$ cat config.mk
export PLATFORM = sky130hd
export DESIGN_NAME = cpu_clk_ctrl
export DESIGN_NICKNAME = d
export VERILOG_FILES = /design/src/rtl/ccu_pkg.sv /design/src/rtl/ccu_ctrl_reg.sv /design/src/rtl/ccu_osc_stab.sv /design/src/rtl/ccu_main_div.sv /design/src/rtl/cpu_clk_ctrl.sv
export SDC_FILE = /design/constraint.sdc
export NUM_CORES = 1
export LEC_CHECK = 0
export ABC_AREA = 0
export BUFFER_PORTS_ARGS = -buffer_cell sky130_fd_sc_hd__buf_2
export CORE_ASPECT_RATIO = 0.75
export CORE_UTILIZATION = 40
export CTS_CLUSTER_SIZE = 30
export DETAILED_ROUTE_END_ITERATION = 10
export PLACE_DENSITY = 0.78
export SLEW_MARGIN = 15
export SYNTH_ARGS = -nofsm -noshare
export SYNTH_HDL_FRONTEND = slang
export SYNTH_SLANG_ARGS = --single-unit
$ cat constraint.sdc
create_clock -name clk_i -period 2.65 [get_ports clk_i]
set_input_delay 0.265 -clock clk_i [delete_from_list [all_inputs] [get_ports clk_i]]
set_output_delay 0.265 -clock clk_i [all_outputs]
set_load 0.01 [all_outputs]
$ cat src/rtl/ccu_pkg.sv
package ccu_pkg;
  localparam int CTRL_W   = 8;
  localparam int DIV_W    = 3;
  localparam int SUB_BIT  = 4;
  localparam int STOP_BIT = 6;
  localparam logic [CTRL_W-1:0] CTRL_RST   = 8'h04;
  localparam logic [DIV_W-1:0]  SUB_OK_MAX = 3'd2;

  // mask of divider counter bits that must all be set for a CPU pulse
  function automatic logic [DIV_W-1:0] div_mask(input logic [DIV_W-1:0] sel);
    logic [DIV_W-1:0] m;
    case (sel)
      3'd0:    m = 3'b001;
      3'd1:    m = 3'b011;
      default: m = 3'b111;
    endcase
    return m;
  endfunction
endpackage

$ cat src/rtl/ccu_ctrl_reg.sv
module ccu_ctrl_reg
  import ccu_pkg::*;
(
  input  logic              clk_i,
  input  logic              rst_ni,
  input  logic              wr_en_i,
  input  logic [CTRL_W-1:0] wr_data_i,
  input  logic              src_sub_i,
  input  logic              osc_stable_i,
  output logic [CTRL_W-1:0] ctrl_o
);
  logic              new_sub, new_stop;
  logic [CTRL_W-1:0] ctrl_d;

  always_comb begin
    if (ctrl_o[SUB_BIT]) new_sub = wr_data_i[SUB_BIT] | ~osc_stable_i;
    else                 new_sub = wr_data_i[SUB_BIT] & (ctrl_o[DIV_W-1:0] <= SUB_OK_MAX);
    new_stop = wr_data_i[STOP_BIT] & src_sub_i & new_sub;
    ctrl_d = wr_data_i;
    ctrl_d[SUB_BIT]  = new_sub;
    ctrl_d[STOP_BIT] = new_stop;
  end

  always_ff @(posedge clk_i or negedge rst_ni)
    if (!rst_ni)      ctrl_o <= CTRL_RST;
    else if (wr_en_i) ctrl_o <= ctrl_d;

  AST_SUB_FROM_FAST_DIV: assert property (@(posedge clk_i) disable iff (!rst_ni)
    $rose(ctrl_o[SUB_BIT]) |-> ($past(ctrl_o[DIV_W-1:0]) <= SUB_OK_MAX));
  AST_STOP_ONLY_ON_SUB: assert property (@(posedge clk_i) disable iff (!rst_ni)
    $rose(ctrl_o[STOP_BIT]) |-> $past(src_sub_i));
  AST_LEAVE_SUB_STABLE: assert property (@(posedge clk_i) disable iff (!rst_ni)
    $fell(ctrl_o[SUB_BIT]) |-> $past(osc_stable_i));
endmodule

$ cat src/rtl/ccu_osc_stab.sv
module ccu_osc_stab #(
  parameter int STAB_CYCLES = 16
) (
  input  logic clk_i,
  input  logic rst_ni,
  input  logic osc_en_i,
  input  logic main_tick_i,
  output logic stable_o
);
  localparam int CW = $clog2(STAB_CYCLES + 1);
  localparam logic [CW-1:0] LIMIT = CW'(STAB_CYCLES);

  logic [CW-1:0] cnt_q;

  always_ff @(posedge clk_i or negedge rst_ni)
    if (!rst_ni)                            cnt_q <= '0;
    else if (!osc_en_i)                     cnt_q <= '0;
    else if (main_tick_i && cnt_q != LIMIT) cnt_q <= cnt_q + 1'b1;

  assign stable_o = (cnt_q == LIMIT);

  AST_STABLE_AFTER_TICK: assert property (@(posedge clk_i) disable iff (!rst_ni)
    $rose(stable_o) |-> ($past(main_tick_i) && $past(osc_en_i)));
endmodule

$ cat src/rtl/ccu_main_div.sv
module ccu_main_div
  import ccu_pkg::*;
(
  input  logic             clk_i,
  input  logic             rst_ni,
  input  logic             tick_i,
  input  logic [DIV_W-1:0] sel_i,
  output logic             pulse_o
);
  logic [DIV_W-1:0] cnt_q, mask;

  assign mask = div_mask(sel_i);

  always_ff @(posedge clk_i or negedge rst_ni)
    if (!rst_ni)     cnt_q <= '0;
    else if (tick_i) cnt_q <= cnt_q + 1'b1;

  assign pulse_o = tick_i && ((cnt_q & mask) == mask);
endmodule

$ cat src/rtl/cpu_clk_ctrl.sv
module cpu_clk_ctrl
  import ccu_pkg::*;
#(
  parameter int STAB_CYCLES = 16
) (
  input  logic              clk_i,
  input  logic              rst_ni,
  input  logic              main_tick_i,
  input  logic              sub1_tick_i,
  input  logic              sub2_tick_i,
  input  logic              wr_en_i,
  input  logic [CTRL_W-1:0] wr_data_i,
  input  logic              halt_req_i,
  input  logic              irq_i,
  output logic [CTRL_W-1:0] ctrl_o,
  output logic              src_sub_o,
  output logic              halted_o,
  output logic              main_osc_en_o,
  output logic              cpu_en_o,
  output logic              per_main_en_o,
  output logic              per_sub1_en_o,
  output logic              per_sub2_en_o
);
  logic [CTRL_W-1:0] ctrl_q;
  logic osc_run, main_vtick, main_pulse, osc_stable;
  logic src_sub_q, halted_q, quiet;

  assign osc_run    = rst_ni & ~ctrl_q[STOP_BIT];
  assign main_vtick = main_tick_i & osc_run;

  ccu_ctrl_reg i_ctrl_reg (
    .clk_i, .rst_ni, .wr_en_i, .wr_data_i,
    .src_sub_i(src_sub_q), .osc_stable_i(osc_stable), .ctrl_o(ctrl_q)
  );

  ccu_osc_stab #(.STAB_CYCLES(STAB_CYCLES)) i_osc_stab (
    .clk_i, .rst_ni, .osc_en_i(osc_run), .main_tick_i(main_vtick), .stable_o(osc_stable)
  );

  ccu_main_div i_main_div (
    .clk_i, .rst_ni, .tick_i(main_vtick), .sel_i(ctrl_q[DIV_W-1:0]), .pulse_o(main_pulse)
  );

  // handover only where both candidate enables are low
  assign quiet = ~main_pulse & ~sub1_tick_i;

  always_ff @(posedge clk_i or negedge rst_ni)
    if (!rst_ni)                                  src_sub_q <= 1'b0;
    else if (quiet && src_sub_q != ctrl_q[SUB_BIT]) src_sub_q <= ctrl_q[SUB_BIT];

  always_ff @(posedge clk_i or negedge rst_ni)
    if (!rst_ni)         halted_q <= 1'b0;
    else if (irq_i)      halted_q <= 1'b0;
    else if (halt_req_i) halted_q <= 1'b1;

  assign cpu_en_o      = ~halted_q & (src_sub_q ? sub1_tick_i : main_pulse);
  assign ctrl_o        = ctrl_q;
  assign src_sub_o     = src_sub_q;
  assign halted_o      = halted_q;
  assign main_osc_en_o = osc_run;
  assign per_main_en_o = main_vtick;
  assign per_sub1_en_o = sub1_tick_i;
  assign per_sub2_en_o = sub2_tick_i;

  AST_SWITCH_IN_QUIET: assert property (@(posedge clk_i) disable iff (!rst_ni)
    (src_sub_q != $past(src_sub_q)) |-> (!$past(main_pulse) && !$past(sub1_tick_i)));
  AST_OSC_OFF_ON_SUB: assert property (@(posedge clk_i) disable iff (!rst_ni)
    !main_osc_en_o |-> src_sub_q);
  AST_HALT_ON_REQ: assert property (@(posedge clk_i) disable iff (!rst_ni)
    $rose(halted_q) |-> $past(halt_req_i));
  AST_HALT_EXIT_IRQ: assert property (@(posedge clk_i) disable iff (!rst_ni)
    (halted_q && irq_i) |=> !halted_q);
endmodule

==> impl_metrics.toml <==
[setup_path]
cp-start-kind = "primary input"
startpoint = "rst_ni"
reg2reg_from = "i_ctrl_reg.ctrl_o[6]"
crit_end = "cpu_en_o"
crit_path_end_kind = "output pin"
r2r-end = "src_sub_o"
worst-r2r-setup-slack_ns = 1.26
reg2regPathDepth = 6
critPathKind = "in2out"
cp.required_ns = 2.38
crit_arrival_ns = 1.92
critPathMaxFanout = 6

[clock_tree]
cts_resized = 0
cts_tree = "done"
cts_root_buf = "clkbuf_4"
cts_buffer_depth = 2
path_clk_slew_ns = 0.10
clk_latency_ns = 0.29
clock_sinks = 18
cts_buffers = 3
cts-htree-levels = 1

[synthesis]
yosysSeqAreaShare_pct = 53.1
syn_area_per_cell_um2 = 10.8
yosysWarnings = 0
yosys.area.top_type = "dfrtp_1"
ys_top_cells_by_area = "dfrtp_1, mux2_2, ha_1"
synth_flop_cell = "dfrtp_1"
synth_edf_count = 0
synth.distinct_cells = 24
ys_seq_elements = 18
async_flop_share_pct = 100
syn_inst = 79
synth_area_um2 = 851
synth_top_area_share_pct = 50.0
syn_nets = 98

[sta]
drv_slew = 0
hold_slack_ns = 0.110
max_freq_mhz = 457
relSlewSlack_pct = 85.1
period_share_pct = 82.6
setup_tns_ns = 0
min_period_ns = 2.19
tightestPinTransition_ns = 0.221
finalHoldViolCount = 0
finClkSkew_ns = 0.00268
finalSetupViolCount = 0
rsz0062_at_grt = "false"

[placement]
port_buffers = 28
hpwl_um = 1220
finalWeightedCongestion = 0.671
placed_cells = 129

[power_and_ir_drop]
ir_drop_v = 0.000465
p_per_area_nw_per_um2 = 596
p_leak_uw = 0.000519

[drt]
via_per_inst = 4.85
first_iter_violations = 12
ant_nets = 0
via_count = 650
drc_errors = 0
routed_wl_um = 1570
first_pass_iters = 4
routedWlPerCell_um = 11.7

[grt]
track_usage_pct = 16.0
grt_pass1_wl_um = 2840
grt_pass1_vias = 649
overflow = 0
grt_max_degree = 19
antenna_found_initial = 0

[outcome]
status = "finished clean"

[finish]
fin_nets = 130
fillers = 197
stdcell_count = 134
regArea_um2 = 452
drive_above_1_share_pct = 39.1
area_delta_synth_final_pct = 24.1
multi_input_area_um2 = 349
n_antenna_cell = 0

[job]
max_cap_violations = 0

[floorplan]
die_y_um = 41.9
die_w_um = 55.3
io_pins = 31
core_um2 = 2000
die_area_um2 = 2320
initial_core_util_pct = 42.6
rows = 14

[hold_path]
holdCritPathClass = "in2reg"
## report_power, final
part           leakage [uW]  total [uW]  internal [uW]  switching [uW]
registers          0.000217         341            312            28.9
logic              0.000281         124           60.1            64.2
clock network     0.0000210         164           83.7            80.6
## sequential cells by signal (all words and copies together), names as in the netlist
signal	flops
i_main_div.cnt_q	3
src_sub_o	1
halted_o	1
i_osc_stab.cnt_q	5
i_ctrl_reg.ctrl_o	8
## critical path: stages
cell	delay (ns)
dlygate4sd3_1	0.53
buf_2	0.13
nand2_4	0.08
clkinv_4	0.06
nand2_4	0.06
or4_1	0.50
a21oi_1	0.15
buf_2	0.15
## timing repair
action | in CTS | in global routing
hold endpoints to repair | 17 | 0
hold buffers | 1 | 0
buffers inserted | 0 | 0
## final cells by class
| type | instances | area share [%] |
|---|---|---|
| Tap cell | 24 | 2.84 |
| Multi-Input combinational cell | 51 | 33.1 |
| Inverter | 7 | 2.96 |
| Timing Repair Buffer | 30 | 14.9 |
| Sequential cell | 18 | 42.8 |
| Clock buffer | 4 | 3.44 |
## cells in the mapped netlist (2+ instances only)
| master | instances |
|---|---|
| nand4_1 | 2 |
| nor2_1 | 8 |
| ha_1 | 3 |
| a21oi_1 | 6 |
| inv_1 | 5 |
| nand3_1 | 3 |
| mux2_2 | 5 |
| dfrtp_1 | 17 |
| nand2_4 | 2 |
| xor2_1 | 3 |
| o21ai_0 | 2 |
| nand2_1 | 8 |
| buf_4 | 2 |
| xnor2_1 | 3 |
## cell families (layout without fill, tap and decap cells)
kind of cell	count (synthesis)	count (layout)	synth area share (%)
AOI/OAI and AO/OA	11	11	7.35
xor gates and xnor gates	6	6	6.18
adders and majority gates	3	3	4.41
buffers and inverters	10	41	5.88
DFF	18	18	53.1
muxes	6	6	7.94
and+or+nand+nor	25	25	15.1
## metrics by stage
step | area, um2 | worst slack [ns] | total power [uW] | utilization, %
finish | 1060 | 0.461 | 630 | 52.9
global route | 1060 | 0.356 | 678 | 52.9
CTS | 1060 | 0.457 | 642 | 52.9
detailed placement | 1010 | 0.955 | 471 | 50.6
global placement | 1010 | 0.993 | 464 | 50.6
floorplan | 851 | 0.982 | 421 | -
## how the worst min path moves through the flow
| stage | startpoint | end | slack, ns | cells after the start |
|---|---|---|---|---|
| floorplan | rst_ni | halted_o | -0.03 | 0 |
| global placement | rst_ni | i_osc_stab.cnt_q[4] | 0.29 | 2 |
| detailed placement | rst_ni | i_osc_stab.cnt_q[4] | 0.28 | 2 |
| CTS | irq_i | halted_o | 0.1 | 2 |
| global route | irq_i | halted_o | 0.10 | 2 |
| finish | irq_i | halted_o | 0.11 | 2 |
## metal layers
metal,vias up,part of all wire [%],GRT usage (%)
met1,307,45,19.9
li1,325,-,-
met3,0,5.9,5.61
met5,-,0,0
met2,18,49,28.2
met4,0,0,1.50
## placed cells by master (no fill, tap or decap), drive strengths merged
cell type and count:
o22ai 1, o21ai 2, o21a 1, nand4 2, or4 1, ha 3, nand3 3, xnor2 3
dfrtp 17, dfstp 1, inv 6, clkinv 1, mux2 6, buf 29, dlygate4sd3 1, a21oi 6
nor2 8, clkbuf 4, xor2 3, nand4bb 1, nand2 10, o31a 1
Power figures use the tool's default switching activity.
